<file path="config.mk">
export PLATFORM = sky130hd
export DESIGN_NAME = gxb_bridge
export DESIGN_NICKNAME = d
export VERILOG_FILES = /design/src/rtl/gxb_pkg.sv /design/src/rtl/gxb_cmd_decode.sv /design/src/rtl/gxb_sequencer.sv /design/src/rtl/gxb_irq_latch.sv /design/src/rtl/gxb_bridge.sv
export SDC_FILE = /design/constraint.sdc
export NUM_CORES = 1
export LEC_CHECK = 0
export CORE_AREA = 2 2 53 55
export CTS_CLUSTER_SIZE = 8
export DETAILED_ROUTE_END_ITERATION = 12
export DIE_AREA = 0 0 55 57
export DONT_BUFFER_PORTS = 1
export PLACE_DENSITY = 0.84
export SYNTH_ARGS = -nofsm -noshare
export SYNTH_HDL_FRONTEND = slang
export SYNTH_SLANG_ARGS = --single-unit
</file>
<file path="constraint.sdc">
create_clock -name clk -period 1.8 [get_ports clk]
set_input_delay 0.36 -clock clk [delete_from_list [all_inputs] [get_ports clk]]
set_output_delay 0.36 -clock clk [all_outputs]
set_load 0.005 [all_outputs]
</file>
<file path="src/rtl/gxb_pkg.sv">
package gxb_pkg;

   localparam int BUSY_BIT   = 25;
   localparam int WRITE_BIT  = 23;
   localparam int GUEST_LSB  = 20;
   localparam int REGSEL_BIT = 16;
   localparam int MAX_GUESTS = 8;
   localparam int GIDX_W     = 3;

   typedef enum logic [1:0] {
      SQ_IDLE   = 2'd0,
      SQ_SETUP  = 2'd1,
      SQ_STROBE = 2'd2,
      SQ_HOLD   = 2'd3
   } sq_state_t;

   typedef struct packed {
      logic              write;
      logic              reg_sel;
      logic [GIDX_W-1:0] guest;
      logic [7:0]        data;
   } gcmd_t;

endpackage

</file>
<file path="src/rtl/gxb_cmd_decode.sv">
module gxb_cmd_decode
   import gxb_pkg::*;
#(
   parameter int          ADDR_W     = 12,
   parameter int          NUM_GUESTS = 2,
   parameter logic [11:0] CMD_OFS    = 12'h200,
   parameter logic [11:0] IRQ_OFS    = 12'h03C,
   parameter logic [31:0] IRQ_KEY    = 32'h7000_0000
)(
   input  logic              host_wr_en,
   input  logic [ADDR_W-1:0] host_addr,
   input  logic [31:0]       host_wdata,
   input  logic              busy,
   output logic              cmd_go,
   output gcmd_t             cmd,
   output logic              irq_clr
);

   localparam int GSEL_W = (NUM_GUESTS > 1) ? $clog2(NUM_GUESTS) : 1;

   logic hit_cmd;
   logic hit_irq;

   initial begin
      assert (GSEL_W <= GIDX_W && GUEST_LSB + GSEL_W <= WRITE_BIT)
         else $error("guest select field too wide");
   end

   assign hit_cmd = host_wr_en && (host_addr == ADDR_W'(CMD_OFS));
   assign hit_irq = host_wr_en && (host_addr == ADDR_W'(IRQ_OFS));

   assign cmd_go  = hit_cmd && !busy;
   assign irq_clr = hit_irq && (host_wdata == IRQ_KEY);

   always_comb begin
      cmd         = '0;
      cmd.write   = host_wdata[WRITE_BIT];
      cmd.reg_sel = host_wdata[REGSEL_BIT];
      cmd.guest   = GIDX_W'(host_wdata[GUEST_LSB +: GSEL_W]);
      cmd.data    = host_wdata[7:0];
   end

endmodule

</file>
<file path="src/rtl/gxb_sequencer.sv">
module gxb_sequencer
   import gxb_pkg::*;
#(
   parameter int NUM_GUESTS = 2,
   parameter int STB_CLKS   = 4
)(
   input  logic                  clk,
   input  logic                  rst_n,
   input  logic                  cmd_go,
   input  gcmd_t                 cmd,
   output logic                  busy,
   output logic [7:0]            rd_byte,
   output logic [NUM_GUESTS-1:0] gb_cs_n,
   output logic                  gb_reg_sel,
   output logic                  gb_rd_n,
   output logic                  gb_wr_n,
   output logic [7:0]            gb_dout,
   output logic                  gb_doe,
   input  logic [7:0]            gb_din
);

   localparam int CNT_W = (STB_CLKS > 1) ? $clog2(STB_CLKS) : 1;
   localparam logic [CNT_W-1:0] CNT_LAST = CNT_W'(STB_CLKS - 1);

   sq_state_t  state;
   logic [CNT_W-1:0] cnt;
   gcmd_t      cmd_q;
   logic [7:0] rdata_q;
   logic       active;
   logic       in_strobe;

   initial begin
      assert (STB_CLKS >= 1) else $error("STB_CLKS must be at least 1");
      assert (NUM_GUESTS >= 1 && NUM_GUESTS <= MAX_GUESTS)
         else $error("NUM_GUESTS out of range");
   end

   always_ff @(posedge clk) begin
      if (!rst_n) begin
         state   <= SQ_IDLE;
         cnt     <= '0;
         cmd_q   <= '0;
         rdata_q <= '0;
      end else begin
         case (state)
            SQ_IDLE: begin
               if (cmd_go) begin
                  cmd_q <= cmd;
                  state <= SQ_SETUP;
               end
            end
            SQ_SETUP: begin
               cnt   <= '0;
               state <= SQ_STROBE;
            end
            SQ_STROBE: begin
               if (cnt == CNT_LAST) begin
                  state <= SQ_HOLD;
                  if (!cmd_q.write) rdata_q <= gb_din;
               end else begin
                  cnt <= cnt + 1'b1;
               end
            end
            default: state <= SQ_IDLE;
         endcase
      end
   end

   assign active    = (state != SQ_IDLE);
   assign in_strobe = (state == SQ_STROBE);
   assign busy      = active;
   assign rd_byte   = rdata_q;

   for (genvar g = 0; g < NUM_GUESTS; g++) begin : g_cs
      assign gb_cs_n[g] = !(active && (cmd_q.guest == GIDX_W'(g)));
   end

   assign gb_reg_sel = active && cmd_q.reg_sel;
   assign gb_rd_n    = !(in_strobe && !cmd_q.write);
   assign gb_wr_n    = !(in_strobe && cmd_q.write);
   assign gb_doe     = active && cmd_q.write;
   assign gb_dout    = gb_doe ? cmd_q.data : 8'h00;

   // an accepted command makes the bridge busy on the next clock
   a_r2_busy_after_go: assert property (@(posedge clk) disable iff (!rst_n)
      (cmd_go && !busy) |=> busy);

   // the latched command does not move while a cycle runs
   a_r3_cmd_frozen: assert property (@(posedge clk) disable iff (!rst_n)
      active |=> $stable(cmd_q));

   // at most one chip selected
   a_r4_one_select: assert property (@(posedge clk) disable iff (!rst_n)
      $onehot0(~gb_cs_n));

   // strobes never overlap
   a_r5_strobe_excl: assert property (@(posedge clk) disable iff (!rst_n)
      !(!gb_rd_n && !gb_wr_n));

   // no drive while reading
   a_r6_no_drive_on_read: assert property (@(posedge clk) disable iff (!rst_n)
      !gb_rd_n |-> !gb_doe);

   // returned byte only moves at the end of a read strobe
   a_r7_byte_held: assert property (@(posedge clk) disable iff (!rst_n)
      !(in_strobe && !cmd_q.write) |=> $stable(rdata_q));

endmodule

</file>
<file path="src/rtl/gxb_irq_latch.sv">
module gxb_irq_latch #(
   parameter int NUM_GUESTS = 2
)(
   input  logic                  clk,
   input  logic                  rst_n,
   input  logic [NUM_GUESTS-1:0] guest_irq,
   input  logic                  irq_clr,
   output logic                  irq_flag
);

   logic req;

   assign req = |guest_irq;

   always_ff @(posedge clk) begin
      if (!rst_n)       irq_flag <= 1'b0;
      else if (req)     irq_flag <= 1'b1;
      else if (irq_clr) irq_flag <= 1'b0;
   end

   // a request wins over a clear in the same clock
   a_r8_set_wins: assert property (@(posedge clk) disable iff (!rst_n)
      req |=> irq_flag);

   // the flag only drops on a clear
   a_r8_sticky: assert property (@(posedge clk) disable iff (!rst_n)
      (irq_flag && !irq_clr) |=> irq_flag);

endmodule

</file>
<file path="src/rtl/gxb_bridge.sv">
module gxb_bridge
   import gxb_pkg::*;
#(
   parameter int          ADDR_W     = 12,
   parameter int          NUM_GUESTS = 2,
   parameter int          STB_CLKS   = 4,
   parameter logic [11:0] CMD_OFS    = 12'h200,
   parameter logic [11:0] IRQ_OFS    = 12'h03C,
   parameter logic [31:0] IRQ_KEY    = 32'h7000_0000
)(
   input  logic                  clk,
   input  logic                  rst_n,
   input  logic                  host_wr_en,
   input  logic [ADDR_W-1:0]     host_addr,
   input  logic [31:0]           host_wdata,
   output logic [31:0]           host_rdata,
   output logic                  host_irq,
   input  logic [NUM_GUESTS-1:0] guest_irq,
   output logic [NUM_GUESTS-1:0] gb_cs_n,
   output logic                  gb_reg_sel,
   output logic                  gb_rd_n,
   output logic                  gb_wr_n,
   output logic [7:0]            gb_dout,
   output logic                  gb_doe,
   input  logic [7:0]            gb_din
);

   logic       cmd_go;
   gcmd_t      cmd;
   logic       irq_clr;
   logic       busy;
   logic [7:0] rd_byte;
   logic       irq_flag;

   initial begin
      assert (ADDR_W >= 10 && ADDR_W <= 12) else $error("ADDR_W must hold the offsets");
   end

   gxb_cmd_decode #(
      .ADDR_W    (ADDR_W),
      .NUM_GUESTS(NUM_GUESTS),
      .CMD_OFS   (CMD_OFS),
      .IRQ_OFS   (IRQ_OFS),
      .IRQ_KEY   (IRQ_KEY)
   ) i_decode (
      .host_wr_en(host_wr_en),
      .host_addr (host_addr),
      .host_wdata(host_wdata),
      .busy      (busy),
      .cmd_go    (cmd_go),
      .cmd       (cmd),
      .irq_clr   (irq_clr)
   );

   gxb_sequencer #(
      .NUM_GUESTS(NUM_GUESTS),
      .STB_CLKS  (STB_CLKS)
   ) i_seq (
      .clk       (clk),
      .rst_n     (rst_n),
      .cmd_go    (cmd_go),
      .cmd       (cmd),
      .busy      (busy),
      .rd_byte   (rd_byte),
      .gb_cs_n   (gb_cs_n),
      .gb_reg_sel(gb_reg_sel),
      .gb_rd_n   (gb_rd_n),
      .gb_wr_n   (gb_wr_n),
      .gb_dout   (gb_dout),
      .gb_doe    (gb_doe),
      .gb_din    (gb_din)
   );

   gxb_irq_latch #(
      .NUM_GUESTS(NUM_GUESTS)
   ) i_irq (
      .clk      (clk),
      .rst_n    (rst_n),
      .guest_irq(guest_irq),
      .irq_clr  (irq_clr),
      .irq_flag (irq_flag)
   );

   assign host_irq = irq_flag;

   always_comb begin
      host_rdata = '0;
      if (host_addr == ADDR_W'(CMD_OFS)) begin
         host_rdata[BUSY_BIT] = busy;
         host_rdata[7:0]      = rd_byte;
      end else if (host_addr == ADDR_W'(IRQ_OFS)) begin
         host_rdata[0] = irq_flag;
      end
   end

   // writes elsewhere never start a cycle
   a_r9_other_offsets: assert property (@(posedge clk) disable iff (!rst_n)
      (host_wr_en && host_addr != ADDR_W'(CMD_OFS) && !busy) |=> !busy);

endmodule

</file>
==> run_results.csv <==
group,metric,value,unit
die,die_x,55,um
clock_tree,worstSkewPairLatency,0.30,ns
sta,setup_viol,0,
place,gp_congestion,0.742,
critical_path,slowest_stage,"dfxtp_2",
layout,design_area,0.00150,mm2
layout,instances_no_fill,209,
logic_synthesis,synth_area_leaders,"dfxtp_1, mux2i_1, buf_4, nand2_1, and2_1",
logic_synthesis,synth_flop_cell,"dfxtp_1",
logic_synthesis,yosys_warnings,0,
global_routing,grt_pass1_vias,1108,
layout,fillers,242,
clock_tree,root_buffer,"clkbuf_4",
power,finalPower,804,uW
hold_path,hold_path_end,"i_seq.state[1]$_SDFFE_PN0P_",
critical_path,crit_path_max_incr_delay,0.38,ns
die,rows,19,
die,die_area,0.00314,mm2
layout,num_antenna_cells,0,
power,vdd_ir_drop_max,387,uV
sta,max_freq,580,MHz
place,post-place-cells,203,
logic_synthesis,synth.top_cells.by_count,"nand2_1, dfxtp_1, buf_4",
hold_path,worstHoldPathType,"input port to flop",
routing,drc_errors,0,
global_routing,grt_max_degree,26,
critical_path,worst_r2r_endpoint,"i_seq.rd_byte[3]$_SDFFE_PN0P_",
routing,routed_via_density,5.44,
logic_synthesis,yosys.area.top_type,"dfxtp_1",
layout,layout-drive-gt1-share,11.2,%
hold_path,hold-path-cell-count,1,
die,core,0.00262,mm2
critical_path,arrival,1.36,ns
critical_path,path_class,"flop to output port",
die,initial_utilization,57.0,%
clock_tree,path_clk_slew,0.13,ns
logic_synthesis,yosysUniqueCellTypes,33,
critical_path,crit_family,"flip-flops",
sta,tns,0,ns
logic_synthesis,yosysTopAreaCellShare,32.2,%
global_routing,gr-usage-all-layers,19.6,%
sta,finalMaxSlewViolations,0,
place,place_area,0.00143,mm2
power,p_leak,0.618,nW
logic_synthesis,async_flop_share,0,%
critical_path,worstPathMaxFanout,6,
run_status,status,"finished clean",
power,power_density,536,mW/mm2
critical_path,cp_cell_sequence,"inv_2 > ha_4 > nor2b_4 > buf_4 > and2_1",
critical_path,endpoint_kind,"output port",
layout,nets,241,
critical_path,critPathLaunchType,"flop",
logic_synthesis,synth.most_common_cell,"nand2_1",
die,die_h,57,um
clock_tree,cts-htree-levels,1,
logic_synthesis,ys_seq_area_share,32.2,%
critical_path,reg2regPathDepth,5,
routing,wl_per_cell,14.8,um
place,dp_slack,0.0920,ns
layout,final_util,57.4,%
critical_path,required,1.44,ns
routing,vias,1136,
sta,skew,0.00722,ns
sta,fin_hold_ws,0.159,ns
critical_path,rrSetupSlack,0.24,ns
routing,drt_pass1_iterations,4,
clock_tree,cts_made_buffers,3,
logic_synthesis,synthCells,178,
sta,finalHoldViolations,0,
clock_tree,max-clock-path-buffers,2,
routing,drtIter0Drc,13,
logic_synthesis,postSynthAreaPerCell,8.38,um2
die,ios,104,
logic_synthesis,synth_area,0.00149,mm2
global_routing,grt_pass1_wl,4560,um
sta,min_period,1.72,ns
sta,finalCritPeriodShare,95.8,%
hold_path,worst_hold_startpoint,"rst_n",
logic_synthesis,synth_edf_count,0,
critical_path,path_buf_inv,2,
sta,fin_ws,0.0756,ns
flow_run,cap_violations,0,
clock_tree,cts.sinks,24,
global_routing,antenna_found_initial,0,
critical_path,r2r-start,"i_seq.state[1]$_SDFFE_PN0P_",
routing,wl,3100,um
place,portBuffers,0,
place,dpl.hpwl,2470,um
logic_synthesis,ys_ff_latch,24,
global_routing,overflow,0,
routing,antenna_left,0,
layout,syn2layout_area_growth,0.587,%
clock_tree,cts_tree,"built",
-- cell type report --
class                      count  area, um2  area share [%]
clock buffer                   3       22.5            1.50
inverter                       5       18.8            1.25
multi-input combinational    141        890            59.3
sequential                    24        483            32.2
tap                           31       38.8            2.59
timing repair buffer           5       47.5            3.17
-- sequential cells by signal, summed over array words and instances, names as in the netlist --
signal          count
i_seq.cnt           2
i_seq.state         2
i_seq.cmd_q        11
i_irq.irq_flag      1
i_seq.rd_byte       8
-- power by group --
group / total [mW] / leakage (nW) / switching (mW) / internal (mW)
sequential: 0.535 / 0.195 / 0.00168 / 0.533
clock: 0.228 / 0.0138 / 0.150 / 0.0780
combinational: 0.0415 / 0.409 / 0.0270 / 0.0144
total: 0.804 / 0.618 / 0.179 / 0.625
-- metal layers --
layer / share of wire [%] / global-route usage (%) / vias to the layer above
met5: 0 / 0 / -
met4: 2.0 / 10.1 / 0
met3: 11 / 6.54 / 8
met2: 50 / 34.2 / 62
met1: 37 / 19.9 / 510
li1: - / - / 556
-- worst reg2reg max path: cells and delay by family, from the launching register on --
kind	cells	cell delay (ns)
and+or+nand+nor	2	0.44
adders and majority gates	1	0.24
buffers and inverters	1	0.11
muxes	1	0.28
DFF	1	0.38
-- placed cells by master (no fill, tap or decap), types with 4 or more instances in the layout --
master / instances
nand2_1: 26
conb_1: 23
dfxtp_1: 22
mux2i_1: 20
and2_1: 15
nor2_1: 12
nor4_1: 8
nor3_1: 4
nand3_1: 4
-- kinds of logic (layout without fill, tap and decap cells) --
family                   after synthesis  count (layout)  synth area share [%]
AND/OR/NAND/NOR                       86              86                  31.8
buffers and inverters                 35              13                  15.2
flip-flops                            24              24                  32.2
multiplexers                          20              20                  13.4
AO/OA/AOI/OAI                          8               8                  3.77
adder cells (fa/ha/maj)                4               4                  3.36
other                                  1              23                 0.251
-- how the worst max path moves through the flow --
| stage | from | to | slack (ns) | cells after the start |
|---|---|---|---|---|
| 4_1_cts | i_seq.state[0]$_SDFFE_PN0P_ | gb_dout[6] | 0.0006 | 5 |
| 3_3_place_gp | host_addr[11] | host_rdata[2] | 0.19 | 4 |
| 3_5_place_dp | host_addr[11] | host_rdata[7] | 0.09 | 4 |
| 6_report | i_seq.state[1]$_SDFFE_PN0P_ | gb_dout[6] | 0.08 | 5 |
| 5_1_grt | i_seq.state[1]$_SDFFE_PN0P_ | gb_dout[2] | -0.02 | 5 |
| 2_1_floorplan | host_addr[11] | host_rdata[1] | 0.29 | 4 |
-- timing repair --
| item | CTS | global route |
|---|---|---|
| setup buffers | 0 | 2 |
| gates cloned | 0 | 1 |
| endpoints found under the setup margin | 8 | 15 |
| hold buffers | 0 | 0 |
| pin swaps | 0 | 1 |
| resized for setup | 1 | 9 |
(Power assumes the default switching activity.)
